**src/rtl/qdec_pkg.sv**
```systemverilog
package qdec_pkg;

  typedef struct packed {
    logic up;
    logic dn;
  } qdec_step_t;

  // Position of an {I,Q} pair along the forward Gray cycle 00,10,11,01
  function automatic logic [1:0] qdec_phase(input logic i, input logic q);
    case ({i, q})
      2'b00:   return 2'd0;
      2'b10:   return 2'd1;
      2'b11:   return 2'd2;
      default: return 2'd3;
    endcase
  endfunction

endpackage

```
**src/rtl/qdec_input_filter.sv**
```systemverilog
module qdec_input_filter #(
  parameter int DEPTH = 3
) (
  input  logic clk,
  input  logic rst_n,
  input  logic tick,
  input  logic raw,
  output logic filt
);
  logic [1:0]       sync_q;
  logic [DEPTH-2:0] hist_q, hist_d;
  logic             filt_q, filt_d;
  logic [DEPTH-1:0] window;

  assign window = {hist_q, sync_q[1]};

  always_comb begin
    hist_d = hist_q;
    filt_d = filt_q;
    if (tick) begin
      hist_d = window[DEPTH-2:0];
      if (&window)       filt_d = 1'b1;
      else if (~|window) filt_d = 1'b0;
    end
  end

  always_ff @(posedge clk or negedge rst_n) begin
    if (!rst_n) begin
      sync_q <= '0;
      hist_q <= '0;
      filt_q <= 1'b0;
    end else begin
      sync_q <= {sync_q[0], raw};
      hist_q <= hist_d;
      filt_q <= filt_d;
    end
  end

  assign filt = filt_q;
endmodule

```
**src/rtl/qdec_step_decode.sv**
```systemverilog
module qdec_step_decode
  import qdec_pkg::*;
(
  input  logic       clk,
  input  logic       rst_n,
  input  logic       i_f,
  input  logic       q_f,
  output qdec_step_t step
);
  logic [1:0] prev_q;
  logic [1:0] diff;

  always_comb begin
    diff    = qdec_phase(i_f, q_f) - qdec_phase(prev_q[1], prev_q[0]);
    step.up = (diff == 2'd1);
    step.dn = (diff == 2'd3);
  end

  always_ff @(posedge clk or negedge rst_n) begin
    if (!rst_n) prev_q <= 2'b00;
    else        prev_q <= {i_f, q_f};
  end
endmodule

```
**src/rtl/qdec_counter.sv**
```systemverilog
module qdec_counter
  import qdec_pkg::*;
#(
  parameter int NARROW_W = 8,
  parameter int WIDE_W   = 10
) (
  input  logic              clk,
  input  logic              rst_n,
  input  logic              wide,
  input  qdec_step_t        step,
  input  logic              load,
  input  logic [WIDE_W-1:0] load_val,
  output logic [WIDE_W-1:0] cnt,
  output logic              ovf,
  output logic              unf
);
  localparam logic [WIDE_W-1:0] NARROW_MAX =
    {{(WIDE_W-NARROW_W){1'b0}}, {NARROW_W{1'b1}}};

  logic [WIDE_W-1:0] cnt_q, cnt_d, mask, cur;

  always_comb begin
    mask  = wide ? {WIDE_W{1'b1}} : NARROW_MAX;
    cur   = cnt_q & mask;
    cnt_d = cur;
    ovf   = 1'b0;
    unf   = 1'b0;
    if (load) begin
      cnt_d = load_val & mask;
    end else if (step.up) begin
      if (cur == mask) begin
        cnt_d = '0;
        ovf   = 1'b1;
      end else begin
        cnt_d = cur + 1'b1;
      end
    end else if (step.dn) begin
      if (cur == '0) begin
        cnt_d = mask;
        unf   = 1'b1;
      end else begin
        cnt_d = cur - 1'b1;
      end
    end
  end

  always_ff @(posedge clk or negedge rst_n) begin
    if (!rst_n) cnt_q <= '0;
    else        cnt_q <= cnt_d;
  end

  assign cnt = cur;
endmodule

```
**src/rtl/quad_encoder_counter.sv**
```systemverilog
module quad_encoder_counter
  import qdec_pkg::*;
#(
  parameter int NCH        = 2,
  parameter int NARROW_W   = 8,
  parameter int WIDE_W     = 10,
  parameter int FILT_DEPTH = 3,
  parameter int PRESC_W    = 8,
  parameter int DATA_W     = 16,
  parameter int ADDR_W     = 3
) (
  input  logic              clk,
  input  logic              rst_n,
  input  logic [NCH-1:0]    enc_i,
  input  logic [NCH-1:0]    enc_q,
  input  logic              reg_wr,
  input  logic [ADDR_W-1:0] reg_addr,
  input  logic [DATA_W-1:0] reg_wdata,
  output logic [DATA_W-1:0] reg_rdata,
  output logic              irq
);
  localparam int CTRL_W = 4 * NCH;
  localparam int FLAG_W = 2 * NCH;
  localparam logic [ADDR_W-1:0] CTRL_ADDR  = ADDR_W'(NCH);
  localparam logic [ADDR_W-1:0] STAT_ADDR  = ADDR_W'(NCH + 1);
  localparam logic [ADDR_W-1:0] PRESC_ADDR = ADDR_W'(NCH + 2);

  // reset: asserted asynchronously, released on the clock
  logic [1:0] rst_sync_q;
  logic       rst_n_int;

  always_ff @(posedge clk or negedge rst_n) begin
    if (!rst_n) rst_sync_q <= 2'b00;
    else        rst_sync_q <= {rst_sync_q[0], 1'b1};
  end
  assign rst_n_int = rst_sync_q[1];

  // sample tick prescaler
  logic [PRESC_W-1:0] presc_q, presc_d, pcnt_q, pcnt_d;
  logic               tick;

  always_comb begin
    tick    = (pcnt_q == '0);
    pcnt_d  = tick ? presc_q : pcnt_q - 1'b1;
    presc_d = presc_q;
    if (reg_wr && reg_addr == PRESC_ADDR) presc_d = reg_wdata[PRESC_W-1:0];
  end

  // control and flags
  logic [CTRL_W-1:0] ctrl_q, ctrl_d;
  logic [FLAG_W-1:0] flags_q, flags_d, flag_set, flag_clr, flag_en;
  logic [NCH-1:0]    wide_v, up_v, dn_v, load_v, ovf_v, unf_v;
  logic [NCH-1:0][WIDE_W-1:0] load_val, cnt_v;

  always_comb begin
    ctrl_d = ctrl_q;
    if (reg_wr && reg_addr == CTRL_ADDR) ctrl_d = reg_wdata[CTRL_W-1:0];
    flag_clr = (reg_wr && reg_addr == STAT_ADDR) ? reg_wdata[FLAG_W-1:0] : '0;
    flags_d  = (flags_q & ~flag_clr) | flag_set;
  end

  always_ff @(posedge clk or negedge rst_n_int) begin
    if (!rst_n_int) begin
      presc_q <= '0;
      pcnt_q  <= '0;
      ctrl_q  <= '0;
      flags_q <= '0;
    end else begin
      presc_q <= presc_d;
      pcnt_q  <= pcnt_d;
      ctrl_q  <= ctrl_d;
      flags_q <= flags_d;
    end
  end

  // channels
  for (genvar c = 0; c < NCH; c++) begin : g_ch
    logic       i_f, q_f;
    qdec_step_t step;

    assign wide_v[c]      = ctrl_q[4*c];
    assign flag_en[2*c]   = ctrl_q[4*c+1];
    assign flag_en[2*c+1] = ctrl_q[4*c+2];
    assign load_v[c]      = reg_wr && (reg_addr == ADDR_W'(c));
    assign load_val[c]    = reg_wdata[WIDE_W-1:0];
    assign flag_set[2*c]   = ovf_v[c];
    assign flag_set[2*c+1] = unf_v[c];
    assign up_v[c] = step.up;
    assign dn_v[c] = step.dn;

    qdec_input_filter #(.DEPTH(FILT_DEPTH)) u_filt_i (
      .clk(clk), .rst_n(rst_n_int), .tick(tick), .raw(enc_i[c]), .filt(i_f));
    qdec_input_filter #(.DEPTH(FILT_DEPTH)) u_filt_q (
      .clk(clk), .rst_n(rst_n_int), .tick(tick), .raw(enc_q[c]), .filt(q_f));

    qdec_step_decode u_dec (
      .clk(clk), .rst_n(rst_n_int), .i_f(i_f), .q_f(q_f), .step(step));

    qdec_counter #(.NARROW_W(NARROW_W), .WIDE_W(WIDE_W)) u_cnt (
      .clk(clk), .rst_n(rst_n_int), .wide(wide_v[c]), .step(step),
      .load(load_v[c]), .load_val(load_val[c]), .cnt(cnt_v[c]),
      .ovf(ovf_v[c]), .unf(unf_v[c]));
  end

  // read port
  always_comb begin
    reg_rdata = '0;
    for (int c = 0; c < NCH; c++) begin
      if (reg_addr == ADDR_W'(c)) reg_rdata[WIDE_W-1:0] = cnt_v[c];
    end
    if (reg_addr == CTRL_ADDR)  reg_rdata[CTRL_W-1:0]  = ctrl_q;
    if (reg_addr == STAT_ADDR)  reg_rdata[FLAG_W-1:0]  = flags_q;
    if (reg_addr == PRESC_ADDR) reg_rdata[PRESC_W-1:0] = presc_q;
  end

  assign irq = |(flags_q & flag_en);
endmodule

```
**config.mk**
```make
export PLATFORM = sky130hd
export DESIGN_NAME = quad_encoder_counter
export DESIGN_NICKNAME = d
export VERILOG_FILES = /design/src/rtl/qdec_pkg.sv /design/src/rtl/qdec_input_filter.sv /design/src/rtl/qdec_step_decode.sv /design/src/rtl/qdec_counter.sv /design/src/rtl/quad_encoder_counter.sv
export SDC_FILE = /design/constraint.sdc
export NUM_CORES = 1
export LEC_CHECK = 0
export ABC_AREA = 1
export ABC_CLOCK_PERIOD_IN_PS = 2700
export BUFFER_PORTS_ARGS = -buffer_cell sky130_fd_sc_hd__buf_2
export CORE_MARGIN = 10
export CORE_UTILIZATION = 60
export DETAILED_ROUTE_END_ITERATION = 12
export GPL_TIMING_DRIVEN = 0
export PLACE_DENSITY_LB_ADDON = 0.3
export SLEW_MARGIN = 5
export SYNTH_ARGS = -nofsm -noshare
export SYNTH_HDL_FRONTEND = slang
export SYNTH_SLANG_ARGS = --single-unit
```
**constraint.sdc**
```tcl
create_clock -name clk -period 2.7 [get_ports clk]
set_input_delay 0.675 -clock clk [delete_from_list [all_inputs] [get_ports clk]]
set_output_delay 0.675 -clock clk [all_outputs]
set_load 0.01 [all_outputs]
```
==> impl_results.rst <==
.. list-table::
   :header-rows: 1

   * - Metric
     - Value
   * - Result of the run
     - complete, no violations
   * - Most frequent cell after synthesis
     - nand2_1
   * - Root Buffer Master
     - clkbuf_8
   * - Number of slew-limit violations in the final report
     - 0
   * - Final weighted congestion in routability-driven placement
     - 0.9219
   * - Total setup violations reported at the end of the flow
     - 0
   * - Starting Density
     - between 60% and 70%
   * - CTS tree
     - built
   * - TritonCTS Sinks
     - 74
   * - Vias post-DR
     - 4367
   * - Cts-stage hold buffer count
     - 0
   * - Total length of routed wires
     - 12510 um
   * - Count of mapped cells out of synthesis
     - 633
   * - Most prevalent standard cell on the critical path
     - buf_2
   * - Wire length of the first global-routing pass
     - 20540 um
   * - Worst ir drop on vdd
     - between 0.3 and 0.4 mV
   * - Count of input and output buffers
     - 30
   * - FF-to-FF Start
     - g_ch[1].u_filt_i.filt
   * - # diodes
     - 0
   * - Met1 layer wirelength in the final routing
     - 5249 um
   * - Buffer depth of the longest clock path
     - 2
   * - Critical path start-end classification
     - in -> out
   * - Min Clock Period, post-route
     - about 2.5 ns
   * - Top cells by count, synth
     - 197 x nand2_1, 74 x dfrtp_1, 67 x inv_1, 42 x nor2_1, 39 x nand3_1
   * - Final-stage net count
     - 721
   * - Top-level port count
     - 43
   * - Post-synthesis cell type with the largest combined area
     - dfrtp_1
   * - Post-route design area
     - roughly 5400 um2
   * - Peak fanout along the critical path
     - 10
   * - Kind of start point of the critical path
     - primary input
   * - Proportion of power drawn by flip-flops and latches
     - approximately 44%
   * - Cell-by-cell listing of the critical path
     - buf_2, inv_2, nand3_2, buf_2, o22ai_1, a21oi_1, nand3_1, buf_2
   * - Headroom to the max-slew limit
     - between 60 and 70%
   * - Stage delay of the slowest cell on the critical path
     - ~0.24 ns
   * - Count of standard-cell rows
     - 32
   * - Top post-synthesis cells by area
     - dfrtp_1 39%, nand2_1 15%, inv_1 5.2%
   * - MaxCap Viol Count
     - 0
   * - Antenna-violating nets left
     - 0
   * - Highest achievable clock rate
     - 396.9 MHz
   * - CTS H-Tree Depth
     - 3
   * - Initial antenna violation count
     - 0
   * - GRT Total Usage
     - 21.68%
   * - Layout area overhead
     - 11.37%
   * - Area enclosed by the die boundary
     - between 10000 and 15000 um2
   * - Clock share of power
     - a little under a third
   * - Master of the slowest instance on the critical path
     - buf_2
   * - Post-synthesis sequential element count
     - 74
   * - Critical Path End Type
     - output pin
   * - Yosys Warn Count
     - 0
   * - Placed Instance Area
     - 5137 um2
   * - Sum of overflow across all layers after global routing
     - 0
   * - Average instance area after synthesis
     - approximately 7.6 um2
   * - Cell variety after synth
     - 46
   * - Post-synthesis sequential area ratio
     - between 30% and 40%
   * - Main synth FF type
     - dfrtp_1
   * - Hold Violations, Final
     - 0
   * - Net switching power of the design
     - 0.001069 W
   * - Fraction of synthesized cell area taken by the top area cell type
     - 38.50%
   * - Ratio of total power to cell area
     - between 500 and 600 nW/um2
   * - Maximum number of pins on one net before global-route repair
     - 50
   * - Cells resized by post-CTS repair
     - 0
   * - Placed instance count
     - roughly 770
   * - Layout Skew
     - 0.01892 ns
   * - Worst R2R End
     - g_ch[1].u_cnt.cnt_q[8]
   * - Switching share of total power
     - between 30% and 40%
   * - Final cell count without fillers
     - a little under 800
   * - Leakage
     - about 2.8 nW
   * - Metal2 WL
     - between 6000 and 7000 um
   * - Cell family contributing the most delay on the critical path
     - buffers and inverters
   * - Routed wl met3
     - slightly below 800 um
   * - Unrepaired setup endpoints after global routing
     - false
   * - Final Cycle Share
     - a little over 90%
   * - Ys async rst share
     - between 90% and 100%
   * - Setup slack after layout
     - about 0.18 ns
   * - Data required time of the worst path
     - slightly above 2 ns
   * - Highest layer used for signal routing
     - met4
   * - Number of flops mapped to enable cells by yosys
     - 0
   * - Clock-pin slew on the worst setup and hold paths
     - roughly 0.080 ns
   * - Internal Pwr Total
     - slightly above 0.002 W
   * - Detailed-route wire length per cell
     - ~16 um
   * - Area of the placeable core
     - 7767 um2
   * - R2r setup slk
     - 0.51 ns
   * - Setup Buffers After CTS
     - 0
   * - Count of TritonRoute iterations in the first routing pass
     - 5
   * - Sum of net half-perimeters after detailed placement
     - about 9500 um
   * - Worst reg2reg path depth
     - 12
   * - Worst Setup Slack post-DPL
     - around 0.11 ns
   * - Starting DRT DRC Count
     - between 200 and 300
   * - Source-to-sink clock delay at the later pin of the worst-skew pair
     - between 0.3 and 0.4 ns
   * - Type of the tightest min-delay check
     - in -> async
   * - Number of global-route vias before repair
     - ~4400
   * - Layout cells sized above 1
     - between 10% and 20%
   * - Number of buffers created by CTS
     - 9
   * - Die height
     - about 110 um
   * - Summed instance area of the synthesized netlist
     - roughly 4800 um2
   * - Routed vias/inst
     - around 5.5
   * - Data arrival at the endpoint of the critical path
     - between 1.5 and 2 ns
   * - CP Buf/Inv Count
     - 4
   * - Remaining DRCs
     - 0
   * - Part of the total power dissipated in combinational logic
     - between 20% and 30%
   * - Width of the die
     - around 110 um
   * - Transition at the pin with the smallest max-transition slack
     - about 0.57 ns
[metrics by stage]
| step | hold slack (ns) | power [W] | TNS (ns) | util, % |
|---|---|---|---|---|
| 6_report | 0.08598 | 0.003133 | 0 | 68.96 |
| 3_3_place_gp | 0.3316 | 0.002140 | -22.50 | 65.74 |
| 5_1_grt | 0.06851 | 0.003299 | 0 | 68.96 |
| 3_5_place_dp | 0.2457 | 0.002170 | 0 | 66.14 |
| 2_1_floorplan | 0.3312 | 0.001954 | 0 | - |
| 4_1_cts | 0.07969 | 0.003132 | 0 | 68.96 |
[flip-flops by register name (all words and copies together), names as in the netlist]
| register | count |
|---|---|
| g_ch.u_filt_i.hist_q | 4 |
| flags_q | 4 |
| g_ch.u_filt_q.hist_q | 4 |
| g_ch.u_filt_i.filt | 2 |
| ctrl_q | 8 |
| presc_q | 8 |
| rst_sync_q | 2 |
| g_ch.u_filt_q.filt | 2 |
| g_ch.u_cnt.cnt_q | 20 |
| g_ch.u_dec.prev_q | 4 |
| g_ch.u_filt_q.sync_q | 4 |
| g_ch.u_filt_i.sync_q | 4 |
| pcnt_q | 8 |
[cell usage in the layout, fill, tap and decap left out, types with 3 or more instances in the layout]
| cell | n |
|---|---|
| nor2_1 | 42 |
| nand4_1 | 11 |
| conb_1 | 7 |
| nor4_1 | 4 |
| o31ai_1 | 4 |
| dfrtp_1 | 73 |
| xnor2_1 | 5 |
| inv_1 | 67 |
| buf_6 | 3 |
| nand3_2 | 5 |
| o21ai_1 | 4 |
| nand2_1 | 197 |
| o21ai_2 | 16 |
| xor2_1 | 16 |
| nand3_1 | 39 |
| nor3_4 | 3 |
| nor3_1 | 3 |
| inv_2 | 7 |
| nand2_4 | 3 |
| nor2_2 | 6 |
| a21oi_1 | 19 |
| o22ai_1 | 14 |
| clkbuf_8 | 9 |
| clkinv_4 | 3 |
| nor2_4 | 3 |
| buf_2 | 40 |
| ha_1 | 15 |
| buf_4 | 11 |
| o21ai_0 | 28 |
[power groups by stage]
stage	registers, W	logic (W)	clock network [W]
after floorplan	0.00137	0.000582	0
after global placement	0.00141	0.000732	0
after detailed placement	0.00140	0.000768	0
after CTS	0.00138	0.000775	0.000976
after global routing	0.00140	0.000867	0.00103
final	0.00138	0.000781	0.000968
[cell type report]
type	count	area, um2
Multi-Input combinational cell	464	2521
Inverter	76	289.0
Timing Repair Buffer	31	177.7
Clock inverter	6	91.34
Tap cell	102	127.6
Clock buffer	10	127.6
Buffer	24	166.4
Sequential cell	74	1856
Fill cell	663	2411
[worst register-to-register path, stage by stage (launching register included)]
cell and delay [ns]:
dfrtp_1 0.38, inv_1 0.07, ha_1 0.29, ha_1 0.22
inv_1 0.07, nand3_2 0.07, nand2_1 0.08, nand2_1 0.10
a21oi_1 0.48, nand3_1 0.14, nand3_1 0.12, nand2_1 0.05
nand2_1 0.05
[worst max-delay path by stage]
stage / from / end / slack, ns / cells after the start
2_1_floorplan: rst_sync_q[1] / ctrl_q[0] / 0.49 / 0
3_3_place_gp: rst_sync_q[1] / g_ch[1].u_cnt.cnt_q[3] / -0.32 / 0
3_5_place_dp: reg_addr[2] / reg_rdata[5] / 0.11 / 7
4_1_cts: reg_addr[2] / reg_rdata[3] / 0.11 / 7
5_1_grt: reg_addr[1] / reg_rdata[0] / 0.11 / 8
6_report: reg_addr[1] / reg_rdata[0] / 0.18 / 8
[per-layer routing]
metal / GRT usage, % / vias to the layer above
li1: - / 2127
met1: 26.86 / 2059
met2: 37.05 / 157
met3: 3.979 / 24
met4: 7.714 / 0
met5: 0 / -
[kinds of logic (layout without fill, tap and decap cells)]
family / Yosys count / in the layout / share of synthesized area [%]
other: 2 / 7 / 0.1561
adder cells (fa/ha/maj): 15 / 15 / 3.902
AND/OR/NAND/NOR: 325 / 325 / 31.45
buffers and inverters: 100 / 147 / 9.469
AO/OA/AOI/OAI: 95 / 95 / 12.49
flip-flops: 74 / 74 / 38.50
XOR/XNOR: 21 / 21 / 3.824
multiplexers: 1 / 1 / 0.2081
Note: power is estimated with default switching activity, not from simulation.
